**src/rtl/ssc_pkg.sv**
```systemverilog
package ssc_pkg;

  typedef enum logic [2:0] {
    ST_IDLE = 3'd0,
    ST_PROG = 3'd1,
    ST_INIT = 3'd2,
    ST_DATA = 3'd3,
    ST_POST = 3'd4
  } ssc_state_e;

  // configuration clock level for a divider phase: low half first, then high
  function automatic logic cclk_level(input int unsigned phase, input int unsigned div);
    return phase >= (div / 2);
  endfunction

  // a zero-based counter has reached the last cycle of a window of 'limit'
  function automatic logic window_end(input int unsigned cnt, input int unsigned limit);
    return (cnt + 1) >= limit;
  endfunction

endpackage

```
**src/rtl/ssc_sync.sv**
```systemverilog
module ssc_sync #(
  parameter int          W       = 2,
  parameter int          STAGES  = 2,
  parameter logic [W-1:0] RST_VAL = '0
) (
  input  logic         clk,
  input  logic         rst_n,
  input  logic [W-1:0] d,
  output logic [W-1:0] q
);

  logic [W-1:0] stg_q [STAGES];

  for (genvar s = 0; s < STAGES; s++) begin : g_stage
    if (s == 0) begin : g_first
      always_ff @(posedge clk or negedge rst_n) begin
        if (!rst_n) stg_q[s] <= RST_VAL;
        else        stg_q[s] <= d;
      end
    end else begin : g_next
      always_ff @(posedge clk or negedge rst_n) begin
        if (!rst_n) stg_q[s] <= RST_VAL;
        else        stg_q[s] <= stg_q[s-1];
      end
    end
  end

  assign q = stg_q[STAGES-1];

endmodule

```
**src/rtl/ssc_serializer.sv**
```systemverilog
module ssc_serializer
  import ssc_pkg::*;
#(
  parameter int DIV   = 4,
  parameter int EXTRA = 6,
  parameter int BW    = 8
) (
  input  logic          clk,
  input  logic          rst_n,
  input  logic          data_en,
  input  logic          post_en,
  input  logic [BW-1:0] byte_data,
  input  logic          byte_valid,
  input  logic          byte_last,
  output logic          byte_ready,
  output logic          cclk,
  output logic          din,
  output logic          last_bit_done,
  output logic          post_expired
);

  localparam int PW = (DIV > 2) ? $clog2(DIV) : 1;
  localparam int CW = $clog2(BW);
  localparam int EW = $clog2(EXTRA + 1);

  logic          have_q;
  logic          last_q;
  logic [BW-1:0] sh_q;
  logic [CW-1:0] bit_q;
  logic [PW-1:0] phase_q;
  logic [EW-1:0] extra_q;

  // named events for the sequencer and the assertions
  logic running;
  logic period_end;
  logic take;
  logic byte_end;

  assign running    = (data_en && have_q) || post_en;
  assign period_end = running && (phase_q == PW'(DIV - 1));
  assign byte_ready = data_en && !have_q;
  assign take       = byte_ready && byte_valid;
  assign byte_end   = data_en && period_end && (bit_q == CW'(BW - 1));

  assign last_bit_done = byte_end && last_q;
  assign post_expired  = post_en && period_end && window_end(32'(extra_q), EXTRA);
  assign cclk          = running && cclk_level(32'(phase_q), DIV);
  assign din           = post_en ? 1'b1 : sh_q[BW-1];

  always_ff @(posedge clk or negedge rst_n) begin
    if (!rst_n) begin
      phase_q <= '0;
    end else if (!running || period_end) begin
      phase_q <= '0;
    end else begin
      phase_q <= phase_q + PW'(1);
    end
  end

  always_ff @(posedge clk or negedge rst_n) begin
    if (!rst_n) begin
      have_q <= 1'b0;
      last_q <= 1'b0;
      sh_q   <= '0;
      bit_q  <= '0;
    end else if (!data_en) begin
      have_q <= 1'b0;
    end else if (take) begin
      have_q <= 1'b1;
      last_q <= byte_last;
      sh_q   <= byte_data;
      bit_q  <= '0;
    end else if (byte_end) begin
      have_q <= 1'b0;
    end else if (period_end) begin
      sh_q  <= {sh_q[BW-2:0], 1'b0};
      bit_q <= bit_q + CW'(1);
    end
  end

  always_ff @(posedge clk or negedge rst_n) begin
    if (!rst_n)          extra_q <= '0;
    else if (!post_en)   extra_q <= '0;
    else if (period_end) extra_q <= extra_q + EW'(1);
  end

  AST_DIN_HELD_HIGH: assert property (@(posedge clk) disable iff (!rst_n)
    (cclk && $past(cclk)) |-> $stable(din));

  AST_CCLK_PARKED: assert property (@(posedge clk) disable iff (!rst_n)
    (data_en && !have_q) |-> !cclk);

  AST_NO_LOAD_MIDBYTE: assert property (@(posedge clk) disable iff (!rst_n)
    (have_q && !byte_end && data_en) |=> $stable(sh_q) || $past(period_end));

endmodule

```
**src/rtl/ssc_ctrl.sv**
```systemverilog
module ssc_ctrl
  import ssc_pkg::*;
#(
  parameter int PROG_LOW = 8,
  parameter int INIT_TMO = 40
) (
  input  logic clk,
  input  logic rst_n,
  input  logic start,
  input  logic init_s,
  input  logic done_s,
  input  logic last_bit_done,
  input  logic post_expired,
  output logic prog_b,
  output logic data_en,
  output logic post_en,
  output logic busy,
  output logic ok,
  output logic crc_err,
  output logic timeout
);

  localparam int TMAX = (PROG_LOW > INIT_TMO) ? PROG_LOW : INIT_TMO;
  localparam int TW   = $clog2(TMAX + 1);

  ssc_state_e  state_q;
  logic [TW-1:0] tmr_q;
  logic [TW-1:0] lowlen_q;
  logic ok_q, crc_q, tmo_q;

  // named events
  logic pulse_met;
  logic init_expired;
  logic crc_hit;

  assign pulse_met    = window_end(32'(tmr_q), PROG_LOW);
  assign init_expired = window_end(32'(tmr_q), INIT_TMO);
  assign crc_hit      = ((state_q == ST_DATA) || (state_q == ST_POST)) && !init_s;

  assign prog_b  = (state_q != ST_PROG);
  assign data_en = (state_q == ST_DATA);
  assign post_en = (state_q == ST_POST);
  assign busy    = (state_q != ST_IDLE);
  assign ok      = ok_q;
  assign crc_err = crc_q;
  assign timeout = tmo_q;

  always_ff @(posedge clk or negedge rst_n) begin
    if (!rst_n) begin
      state_q <= ST_IDLE;
      tmr_q   <= '0;
      ok_q    <= 1'b0;
      crc_q   <= 1'b0;
      tmo_q   <= 1'b0;
    end else begin
      case (state_q)
        ST_IDLE: begin
          if (start) begin
            state_q <= ST_PROG;
            tmr_q   <= '0;
            ok_q    <= 1'b0;
            crc_q   <= 1'b0;
            tmo_q   <= 1'b0;
          end
        end
        ST_PROG: begin
          if (pulse_met && !init_s) begin
            state_q <= ST_INIT;
            tmr_q   <= '0;
          end else if (init_expired) begin
            tmo_q   <= 1'b1;
            state_q <= ST_IDLE;
          end else begin
            tmr_q <= tmr_q + TW'(1);
          end
        end
        ST_INIT: begin
          if (init_s) begin
            state_q <= ST_DATA;
          end else if (init_expired) begin
            tmo_q   <= 1'b1;
            state_q <= ST_IDLE;
          end else begin
            tmr_q <= tmr_q + TW'(1);
          end
        end
        ST_DATA: begin
          if (crc_hit) begin
            crc_q   <= 1'b1;
            state_q <= ST_IDLE;
          end else if (last_bit_done) begin
            state_q <= ST_POST;
          end
        end
        ST_POST: begin
          if (crc_hit) begin
            crc_q   <= 1'b1;
            state_q <= ST_IDLE;
          end else if (done_s) begin
            ok_q    <= 1'b1;
            state_q <= ST_IDLE;
          end else if (post_expired) begin
            tmo_q   <= 1'b1;
            state_q <= ST_IDLE;
          end
        end
        default: state_q <= ST_IDLE;
      endcase
    end
  end

  // length of the current reset strobe, kept for the pulse-width check
  always_ff @(posedge clk or negedge rst_n) begin
    if (!rst_n)                                   lowlen_q <= '0;
    else if (state_q != ST_PROG)                  lowlen_q <= '0;
    else if (lowlen_q != TW'(PROG_LOW))           lowlen_q <= lowlen_q + TW'(1);
  end

  AST_PULSE_WIDTH: assert property (@(posedge clk) disable iff (!rst_n)
    $rose(prog_b) |-> ($past(lowlen_q) >= TW'(PROG_LOW - 1)));

  AST_STROBE_FROM_IDLE: assert property (@(posedge clk) disable iff (!rst_n)
    $fell(prog_b) |-> ($past(state_q) == ST_IDLE));

  AST_CRC_STOP: assert property (@(posedge clk) disable iff (!rst_n)
    crc_hit |=> (crc_err && !busy));

  AST_DONE_OK: assert property (@(posedge clk) disable iff (!rst_n)
    ((state_q == ST_POST) && init_s && done_s) |=> (ok && !busy));

  AST_INIT_TMO: assert property (@(posedge clk) disable iff (!rst_n)
    ((state_q == ST_INIT) && !init_s && init_expired) |=> (timeout && !data_en));

  AST_ONE_RESULT: assert property (@(posedge clk) disable iff (!rst_n)
    $onehot0({ok, crc_err, timeout}));

endmodule

```
**src/rtl/ssc_loader.sv**
```systemverilog
module ssc_loader #(
  parameter int CCLK_DIV     = 4,
  parameter int PROG_LOW_CYC = 8,
  parameter int INIT_TMO_CYC = 40,
  parameter int DONE_EXTRA   = 6,
  parameter int SYNC_STAGES  = 2
) (
  input  logic       clk,
  input  logic       rst_n,
  input  logic       start_i,
  input  logic [7:0] cfg_data_i,
  input  logic       cfg_valid_i,
  input  logic       cfg_last_i,
  output logic       cfg_ready_o,
  output logic       prog_b_o,
  input  logic       init_b_i,
  output logic       cclk_o,
  output logic       din_o,
  input  logic       done_i,
  output logic       busy_o,
  output logic       ok_o,
  output logic       crc_err_o,
  output logic       timeout_o
);

  localparam int BYTE_W = 8;

  logic init_s, done_s;
  logic data_en, post_en;
  logic last_bit_done, post_expired;

  ssc_sync #(
    .W      (2),
    .STAGES (SYNC_STAGES),
    .RST_VAL(2'b01)
  ) i_sync (
    .clk  (clk),
    .rst_n(rst_n),
    .d    ({done_i, init_b_i}),
    .q    ({done_s, init_s})
  );

  ssc_ctrl #(
    .PROG_LOW(PROG_LOW_CYC),
    .INIT_TMO(INIT_TMO_CYC)
  ) i_ctrl (
    .clk          (clk),
    .rst_n        (rst_n),
    .start        (start_i),
    .init_s       (init_s),
    .done_s       (done_s),
    .last_bit_done(last_bit_done),
    .post_expired (post_expired),
    .prog_b       (prog_b_o),
    .data_en      (data_en),
    .post_en      (post_en),
    .busy         (busy_o),
    .ok           (ok_o),
    .crc_err      (crc_err_o),
    .timeout      (timeout_o)
  );

  ssc_serializer #(
    .DIV  (CCLK_DIV),
    .EXTRA(DONE_EXTRA),
    .BW   (BYTE_W)
  ) i_ser (
    .clk          (clk),
    .rst_n        (rst_n),
    .data_en      (data_en),
    .post_en      (post_en),
    .byte_data    (cfg_data_i),
    .byte_valid   (cfg_valid_i),
    .byte_last    (cfg_last_i),
    .byte_ready   (cfg_ready_o),
    .cclk         (cclk_o),
    .din          (din_o),
    .last_bit_done(last_bit_done),
    .post_expired (post_expired)
  );

  AST_READY_ONLY_DATA: assert property (@(posedge clk) disable iff (!rst_n)
    cfg_ready_o |-> (busy_o && prog_b_o && !cclk_o));

endmodule

```
**config.mk**
```make
export PLATFORM = sky130hd
export DESIGN_NAME = ssc_loader
export DESIGN_NICKNAME = d
export VERILOG_FILES = /design/src/rtl/ssc_pkg.sv /design/src/rtl/ssc_sync.sv /design/src/rtl/ssc_serializer.sv /design/src/rtl/ssc_ctrl.sv /design/src/rtl/ssc_loader.sv
export SDC_FILE = /design/constraint.sdc
export NUM_CORES = 1
export LEC_CHECK = 0
export CAP_MARGIN = 20
export CORE_UTILIZATION = 55
export DETAILED_ROUTE_END_ITERATION = 8
export HOLD_SLACK_MARGIN = 0.08
export PLACE_DENSITY_LB_ADDON = 0.05
export SETUP_SLACK_MARGIN = 0.4
export SLEW_MARGIN = 30
export SYNTH_ARGS = -nofsm -noshare
export SYNTH_HDL_FRONTEND = slang
export SYNTH_SLANG_ARGS = --single-unit
```
**constraint.sdc**
```tcl
create_clock -name clk -period 2.7 [get_ports clk]
set_clock_uncertainty 0.2 [all_clocks]
set_input_delay 0.27 -clock clk [delete_from_list [all_inputs] [get_ports clk]]
set_output_delay 0.27 -clock clk [all_outputs]
set_load 0.02 [all_outputs]
```
Word-level counts from Yosys, hierarchy flattened. Cells that the tools add are included.

Register bits: 34. Output and inout port bits: 8. Word-level logic and storage cells: 117.

Magnitude comparators: 4. Reductions and logical operators: 33. Muxes and demuxes: 41. Eq/ne operators: 20. $add $sub $neg: 6.

Operators by type and width (number): $mux W3 (14); $ge A32 B3 Y1 const B (1); $ge A32 B6 Y1 const B (1); $mux W6 (4); $mux W8 (3); $pmux W6 S3 (1); $ne A2 B2 Y1 const B (8); $pmux W3 S5 (1); $mux W1 (14); $logic_and A1 B1 Y1 (12); $reduce_and A3 Y1 (4); $add A6 B1 Y7 const B (1); $ge A7 B4 Y1 const B (1); $reduce_and A7 Y1 (1); $add A3 B1 Y3 const B (2); $add A6 B1 Y6 const B (1); $eq A3 B2 Y1 const B (2); $eq A3 B3 Y1 const B (2); $ne A3 B3 Y1 const B (2); $reduce_bool A2 Y1 (3); $reduce_bool A3 Y1 (2); $add A3 B1 Y4 const B (1); $ne A2 B1 Y1 const B (2); $ne A4 B4 Y1 const B (1); other kinds (15) (20).

Logic depth before layout (Yosys ltp). Gate-level depths: netlist (run 1).

Word-level depth: 10. Gate-level depth with buffers: 8. Gate-level depth less buffers: 6.

Cells and area by module. A second synthesis (run 1) with hierarchy kept.

Cell total of the unflattened synthesis: 210. Area, all modules: 2052.0 µm².

Modules (own cells, without submodules): ssc_serializer (times used 1, area an instance 1026.0 µm², cells each 104); ssc_ctrl (times used 1, area an instance 908.4 µm², cells each 100); ssc_sync (times used 1, area an instance 117.6 µm², cells each 6).

Worst setup path after synthesis (run 1). No wires, ideal clock.

Kind: reg-to-reg. From: register i_ctrl.state_q[2]. To: register i_ser.sh_q[1]. Data arrival time: 1.682 ns. Library setup time: 0.123 ns. Stages on the path, launching flop included: 8. Slack: 0.695 ns. Data required time: 2.377 ns. Period minus slack after synthesis: 2.005 ns. Path buffers: 2. Cell sequence: dfrtp_1 > buf_6 > and3b_1 > a21oi_2 > or4b_4 > buf_6 > mux2i_1 > o21ai_1.

Cells in the longest elaborated chain, start to end: 8.

RTL lines: from (decl) (line ssc_ctrl.sv:26) `ssc_state_e state_q;`; from (signal assigned) (line ssc_ctrl.sv:50) `state_q <= ST_IDLE;`; from (signal assigned) (line ssc_ctrl.sv:59) `state_q <= ST_PROG;`; from (signal assigned) (line ssc_ctrl.sv:68) `state_q <= ST_INIT;`; $eq A3 B2 Y1 (line ssc_ctrl.sv:41) `assign data_en = (state_q == ST_DATA);`; $logic_and A1 B1 Y1 (line ssc_serializer.sv:39) `assign running = (data_en && have_q) || post_en;`; $logic_or A1 B1 Y1 (line ssc_serializer.sv:39); $logic_and A1 B1 Y1 (line ssc_serializer.sv:40) `assign period_end = running && (phase_q == PW'(DIV - 1));`; $logic_and A1 B1 Y1 (2 in a row) (line ssc_serializer.sv:43) `assign byte_end = data_en && period_end && (bit_q == CW'(BW - 1));`; $ne A2 B1 Y1 (no source line); $reduce_and A3 Y1 (no source line); to (signal assigned) (line ssc_serializer.sv:71) `sh_q <= byte_data;`; to (signal assigned) (line ssc_serializer.sv:76) `sh_q <= {sh_q[BW-2:0], 1'b0};`; to (decl) (line ssc_serializer.sv:28) `logic [BW-1:0] sh_q;`.

Parallel ways exist; a longest one is shown, timed or not. A chain may end at the register's enable or synchronous reset.

Worst setup path in the final report (run 1).
From: register i_ctrl.state_q[1]. To: output port cclk_o.

Cells in the longest elaborated chain, start to end: 4.

RTL lines: $eq A3 B2 Y1 (line ssc_ctrl.sv:41); $logic_and A1 B1 Y1 (line ssc_serializer.sv:39); $logic_or A1 B1 Y1 (*) (line ssc_serializer.sv:39); $logic_and A1 B1 Y1 (*) (line ssc_serializer.sv:47) `assign cclk = running && cclk_level(32'(phase_q), DIV);`; to (decl) (line ssc_loader.sv:17) `output logic cclk_o,`.

Every way passes the cells marked *; elsewhere a longest branch is shown, timed or not.

==> impl_metrics.sql, run 1 <==
INSERT INTO impl_metrics (metric_group, metric, value, unit) VALUES
('cts', 'count_of_cells_resized_by_post_cts_repair', '7', ''),
('timing', 'setup_tns', '0', 'ns'),
('global_route', 'grt_pass1_wl', '5554', 'um'),
('timing', 'hold_violations', '0', ''),
('setup_path', 'worst_path_max_delay_cell', 'dfrtp_2', ''),
('timing', 'final_worst_slack', '0.5218', 'ns'),
('placed_design', 'place_hpwl', '2332', 'um'),
('logic_synthesis', 'synth_top_area_cell', 'dfrtp_1', ''),
('placed_design', 'port_buffers', '22', ''),
('status', 'status', 'finished clean', ''),
('die', 'design.die.area', '3640', 'um2'),
('power', 'cellPowerDensity', '819.7', 'nW/um2'),
('die', 'core_area', '3128', 'um2'),
('die', 'number_of_top_level_design_ports', '23', ''),
('die', 'fp.dieW', '60.34', 'um'),
('die', 'initial_utilization', '59.84', '%'),
('finish', 'nets', '232', ''),
('power', 'leakage', '0.9560', 'nW'),
('logic_synthesis', 'synth-seq-area-share', '45.59', '%'),
('logic_synthesis', 'leading_post_synthesis_cells_by_cell_area', 'dfrtp_1 (43%), mux2i_1 (5.9%), ha_1 (5.3%)', ''),
('setup_path', 'worstPathCellList', 'and3b_1 > a21oi_2 > nor2_1 > dlygate4sd2_1', ''),
('logic_synthesis', 'ys_types', '43', ''),
('timing', 'slew_headroom', '61.94', '%'),
('setup_path', 'wp_data_arrival', '1.71', 'ns'),
('global_route', 'largest_net_degree_at_the_start_of_global_routing', '35', ''),
('logic_synthesis', 'synth_enable_flop_cells', '0', ''),
('finish', 'layout_commonest_cell', 'dfrtp_1', ''),
('setup_path', 'crit_path_max_fo', '13', ''),
('cts', 'clock_tree.buffer_depth', '2', ''),
('logic_synthesis', 'synth-async-reset-ratio', '100.0', '%'),
('cts', 'worst_setup_hold_path_clk_slew', '0.10', 'ns'),
('detailed_routing', 'drtIter0Drc', '57', ''),
('timing', 'rsz0062_at_grt', 'no', ''),
('finish', 'fillCellCount', '260', ''),
('global_route', 'grt_overflow', '0', ''),
('die', 'vert_die_dim', '60.34', 'um'),
('global_route', 'grt_util_all_layers', '20.95', '%'),
('logic_synthesis', 'synthesis.nets', '212', ''),
('detailed_routing', 'drc', '0', ''),
('detailed_routing', 'vias_per_cell', '5.504', ''),
('setup_path', 'worst-r2r-setup-slack', '0.61', 'ns'),
('setup_path', 'setup.worst_path.start_class', 'flip-flop', ''),
('finish', 'final-seq-area', '857.1', 'um2'),
('setup_path', 'path_delay_family', 'flip-flops', ''),
('detailed_routing', 'wire_per_inst', '12.72', 'um'),
('finish', 'layout_common_cells', 'dfrtp_1 (29), nand2_1 (20), nor2_1 (18), clkdlybuf4s50_1 (18)', ''),
('placed_design', 'place.detailed.instances', '246', ''),
('timing', 'worst_pin_slew', '0.5709', 'ns'),
('setup_path', 'timing.critical_path.slowest_cell_delay', '0.50', 'ns'),
('global_route', 'antenna_found_initial', '0', ''),
('cts', 'cts_made_buffers', '5', ''),
('job', 'maxCapViolCount', '0', ''),
('finish', 'antenna_cells', '0', ''),
('finish', 'multi_input_area', '915.9', 'um2'),
('placed_design', 'pre_cts_ws', '0.5018', 'ns'),
('finish', 'ratio_of_cells_with_drive_above_1_in_the_final_layout', '10.95', '%'),
('min_path', 'worstHoldPathType', 'input pin to async pin', ''),
('timing', 'fin_crit_sh', '80.67', '%'),
('setup_path', 'worst_ep_required_time', '2.23', 'ns'),
('placed_design', 'gpl.final_weighted_congestion', '0.8447', ''),
('timing', 'min_period', '2.178', 'ns'),
('logic_synthesis', 'postSynth.topFlopCell', 'dfrtp_1', ''),
('cts', 'htreeDepth', '2', ''),
('die', 'row_count', '20', ''),
('cts', 'ctsHoldBuffers', '0', ''),
('detailed_routing', 'drt-total-wl', '3232', 'um'),
('cts', 'tritoncts_clock_tree', 'yes', ''),
('logic_synthesis', 'synth-warning-count', '0', ''),
('logic_synthesis', 'synth_cells', '189', ''),
('finish', 'layout.core_utilization', '68.40', '%'),
('logic_synthesis', 'synth-seq-cells', '34', '');
## Yosys cell counts, types with 4 or more instances
library cell	n
a21oi_1	11
buf_6	5
dfrtp_1	32
ha_1	8
inv_1	7
mux2i_1	11
nand2_1	20
nand3_1	9
nor2_1	18
nor3_1	5
o21ai_0	6
o21ai_1	7
or3_1	5
xor2_1	4
## state kept, by name (all words and copies together) (netlist names)
name / cells
i_ser.extra_q: 3
i_ctrl.ok: 1
i_ctrl.tmr_q: 6
i_ser.have_q: 1
i_ctrl.timeout: 1
i_ctrl.crc_err: 1
i_ctrl.state_q: 3
i_ser.phase_q: 2
i_sync.q: 2
i_sync.stg_q: 2
i_ser.last_q: 1
i_ser.sh_q: 8
i_ser.bit_q: 3
## final cells by class
type	count	area share (%)
clock buffer	8	2.749
timing repair buffer	23	10.58
tap	44	2.573
multi-input combinational	138	42.81
sequential	34	40.06
inverter	7	1.228
## layer usage
layer | global-route usage, % | vias up | routed length [um]
li1 | - | 707 | -
met1 | 24.76 | 656 | 1479
met2 | 35.01 | 31 | 1602
met3 | 6.397 | 4 | 124
met4 | 9.635 | 0 | 26
met5 | 0 | - | 0
## per-stage QoR
stage          total power [mW]  area (um2)
2_1_floorplan             1.301        1872
3_3_place_gp              1.448        2076
3_5_place_dp              1.479        2076
4_1_cts                   1.771        2137
5_1_grt                   1.902        2140
6_report                  1.754        2140
## power breakdown
group,leakage (nW),total [mW],switching (mW),internal [mW]
clock network,0.0326,0.290,0.162,0.128
registers,0.426,0.812,0.150,0.662
logic,0.498,0.652,0.347,0.305
total,0.956,1.75,0.658,1.10
## cells by family (layout without fill, tap and decap cells)
| logic type | after synthesis | after routing | share of synthesized area, % |
|---|---|---|---|
| DFF | 34 | 34 | 45.59 |
| AOI/OAI and AO/OA | 44 | 44 | 16.04 |
| and+or+nand+nor | 70 | 70 | 19.18 |
| muxes | 11 | 11 | 5.883 |
| buffers and inverters | 17 | 38 | 5.615 |
| xor gates and xnor gates | 5 | 5 | 2.339 |
| adders and majority gates | 8 | 8 | 5.348 |
## worst reg2reg max path, delay by kind of cell, from the launching register on
family	cells	cell delay, ns
AOI/OAI and AO/OA	2	0.16
DFF	1	0.49
muxes	1	0.19
and+or+nand+nor	2	0.92
## path summary, 6_finish.rpt
| path | start | endpoint | cells past startpoint |
|---|---|---|---|
| max in group asynchronous | rst_n | i_sync.stg_q[2] | 2 |
| max reg2reg | i_ctrl.state_q[0] | i_ser.sh_q[4] | 5 |
| min in group clk | init_b_i | i_sync.stg_q[2] | 1 |
| min | rst_n | i_ser.phase_q[1] | 2 |
| max | i_ctrl.state_q[1] | cclk_o | 4 |
| min reg2reg | i_sync.stg_q[2] | i_sync.q[0] | 0 |
Power figures use the tool's default switching activity.
==> run 2: changes to the inputs <==
- CORE_UTILIZATION: 55 -> 50
- clock period: 2.7 -> 1.9 ns (I/O delays scaled with it)
==> run 2 against run 1 <==
  * The run now ends with negative setup slack left
  * Final cell count up 20%
  * Sequential cell count unchanged
  * Setup slack worse by 0.66 ns
  * Critical path type is now flip-flop to flip-flop
  * Non-clock buffer count up 47
  * Combinational power rose to 3.1 times the previous value
  * Global-route usage up 4.9 points
  * First-iteration DRC count rose to 3.5 times the previous value
  * Highest routed layer unchanged
  * Power up 110%
  * Wire length up 81%
  * Critical endpoint is now i_ctrl.tmr_q[1]
  * Register-to-register slack worse by 0.75 ns
==> impl_metrics.sql, run 2 (synthesis gave the netlist of run 1 again) <==
INSERT INTO impl_metrics (metric_group, metric, value, unit) VALUES
('setup_path', 'worst_ep_required_time', '1.87', 'ns'),
('die', 'row_count', '21', ''),
('die', 'number_of_top_level_design_ports', '23', ''),
('setup_path', 'crit_path_max_fo', '5', ''),
('cts', 'worst_skew_pair.late_latency', '0.29', 'ns'),
('setup_path', 'crit_path_end_kind', 'flip-flop', ''),
('die', 'vert_die_dim', '63.19', 'um'),
('power', 'ir_worst_vdd', '0.8864', 'mV'),
('detailed_routing', 'wire_per_inst', '19.14', 'um'),
('detailed_routing', 'vias_per_cell', '5.934', ''),
('finish', 'largest_register_by_flop_count', 'i_ser.sh_q', ''),
('cts', 'htreeDepth', '2', ''),
('finish', 'layout.core_utilization', '83.59', '%'),
('finish', 'largest_register_ffs', '8', ''),
('placed_design', 'port_buffers', '22', ''),
('min_path', 'worstHoldPathType', 'input pin to async pin', ''),
('die', 'design.die.area', '3992', 'um2'),
('timing', 'min_period', '2.039', 'ns'),
('finish', 'layout_commonest_cell', 'buf_4', ''),
('finish', 'antenna_cells', '0', ''),
('global_route', 'via_count_of_the_first_global_routing_pass', '1655', ''),
('finish', 'design_area', '2899', 'um2'),
('setup_path', 'crit_start', 'i_ctrl.state_q[0]', ''),
('cts', 'cts-root-buf', 'clkbuf_8', ''),
('detailed_routing', 'drtIter0Drc', '199', ''),
('finish', 'nets', '281', ''),
('status', 'violations_in_the_final_reports', 'negative setup slack', ''),
('placed_design', 'place_area', '2276', 'um2'),
('cts', 'clock_sinks', '34', ''),
('die', 'initial_utilization', '53.97', '%'),
('power', 'cellPowerDensity', '1270', 'nW/um2'),
('power', 'leakage', '1.276', 'nW'),
('finish', 'ratio_of_cells_with_drive_above_1_in_the_final_layout', '44.79', '%'),
('setup_path', 'setup.worst_path.start_class', 'flip-flop', ''),
('detailed_routing', 'detailedRoute.firstPassIterationCount', '4', ''),
('timing', 'worst_pin_slew', '0.4360', 'ns'),
('die', 'core_area', '3468', 'um2'),
('die', 'fp.dieW', '63.19', 'um'),
('timing', 'clock.fmax', '490.3', 'MHz'),
('detailed_routing', 'final_antenna_net_count', '0', ''),
('timing', 'rsz0062_at_grt', 'yes', ''),
('cts', 'cts_made_buffers', '5', ''),
('setup_path', 'worst_setup_path_type', 'flip-flop to flip-flop', ''),
('finish', 'reg_top3', 'i_ser.sh_q: 8 flops, i_ctrl.tmr_q: 6 flops', ''),
('setup_path', 'rr_startpoint', 'i_ctrl.state_q[0]', ''),
('timing', 'fin_crit_sh', '107.3', '%'),
('timing', 'hold_violations', '0', ''),
('global_route', 'grt_pass1_wl', '7838', 'um'),
('finish', 'area.growth.synth_to_final', '54.88', '%'),
('global_route', 'grt_overflow', '0', ''),
('cts', 'ctsHoldBuffers', '0', ''),
('detailed_routing', 'drc', '0', ''),
('cts', 'worst_setup_hold_path_clk_slew', '0.07', 'ns'),
('cts', 'clock_tree.buffer_depth', '2', ''),
('global_route', 'largest_net_degree_at_the_start_of_global_routing', '35', ''),
('detailed_routing', 'route.vias.total', '1810', ''),
('job', 'maxCapViolCount', '0', ''),
('timing', 'slew_headroom', '70.93', '%'),
('finish', 'layout_common_cells', 'buf_4 (28), dfrtp_1 (27), buf_6 (24), nand2_1 (20), nor2_1 (15)', ''),
('global_route', 'grt_util_all_layers', '25.88', '%'),
('timing', 'final_worst_slack', '-0.1395', 'ns'),
('status', 'status', 'finished with violations', ''),
('placed_design', 'gpl.final_weighted_congestion', '0.9069', ''),
('finish', 'fillCellCount', '185', ''),
('detailed_routing', 'drt-total-wl', '5838', 'um'),
('placed_design', 'place_hpwl', '2798', 'um'),
('global_route', 'antenna_found_initial', '0', ''),
('timing', 'setup_viol', '18', ''),
('timing', 'drv_slew', '0', ''),
('setup_path', 'wp_data_arrival', '2.01', 'ns'),
('timing', 'setup_tns', '-1.436', 'ns'),
('cts', 'tritoncts_clock_tree', 'yes', '');
[run 2: worst max-delay path: stages, from the launching register on]
cell and delay (ns):
dfrtp_2 0.45, or3b_4 0.41, a21oi_4 0.18, o2111ai_4 0.17
buf_4 0.17, buf_6 0.11, mux2i_1 0.16, nor2_1 0.06
[run 2: metrics by stage]
step | setup WS, ns | power (mW) | instances | hold WS [ns]
3_3_place_gp | -0.07143 | 2.324 | 270 | 0.1405
2_1_floorplan | -0.1052 | 1.888 | 189 | -0.3056
4_1_cts | -0.07011 | 3.158 | 294 | 0.1114
6_report | -0.1395 | 3.680 | 305 | 0.09501
5_1_grt | -0.2072 | 3.852 | 305 | 0.1077
3_5_place_dp | -0.1473 | 2.391 | 270 | 0.1450
[run 2: area by class of cell]
class,instances,area (um2),share of cell area (%)
sequential,34,859.6,29.65
tap,46,57.56,1.985
inverter,7,31.28,1.079
timing repair buffer,70,666.9,23.00
clock buffer,8,80.08,2.762
multi-input combinational,140,1204,41.52
[run 2: repair_timing]
| item | in CTS | in global routing |
|---|---|---|
| pin swaps | 15 | 18 |
| setup endpoints to repair | 33 | 35 |
| gates cloned | 2 | 0 |
| gates resized for setup | 52 | 60 |
| setup buffers | 14 | 11 |
[run 2: final timing paths]
path	slack (ns)	end	depth (start not counted)
worst max-delay path	-0.14	i_ctrl.tmr_q[1]	7
worst min-delay path	0.1	i_ctrl.tmr_q[3]	2
worst max register to register	-0.14	i_ctrl.tmr_q[1]	7
worst min register to register	0.16	i_sync.q[0]	0
max in group asynchronous	1.05	i_sync.q[0]	2
min in group clk	0.12	i_sync.stg_q[2]	1
[run 2: where the power goes]
part           internal (mW)  switching (mW)
registers              0.948           0.217
clock network          0.260           0.265
logic                   1.05           0.938
[run 2: per-layer routing]
layer | GRT usage, % | wire length (um) | vias to the layer above
li1 | - | - | 805
met1 | 33.18 | 2268 | 902
met2 | 42.74 | 3011 | 75
met3 | 4.891 | 300 | 28
met4 | 10.80 | 257 | 0
met5 | 0 | 0 | -
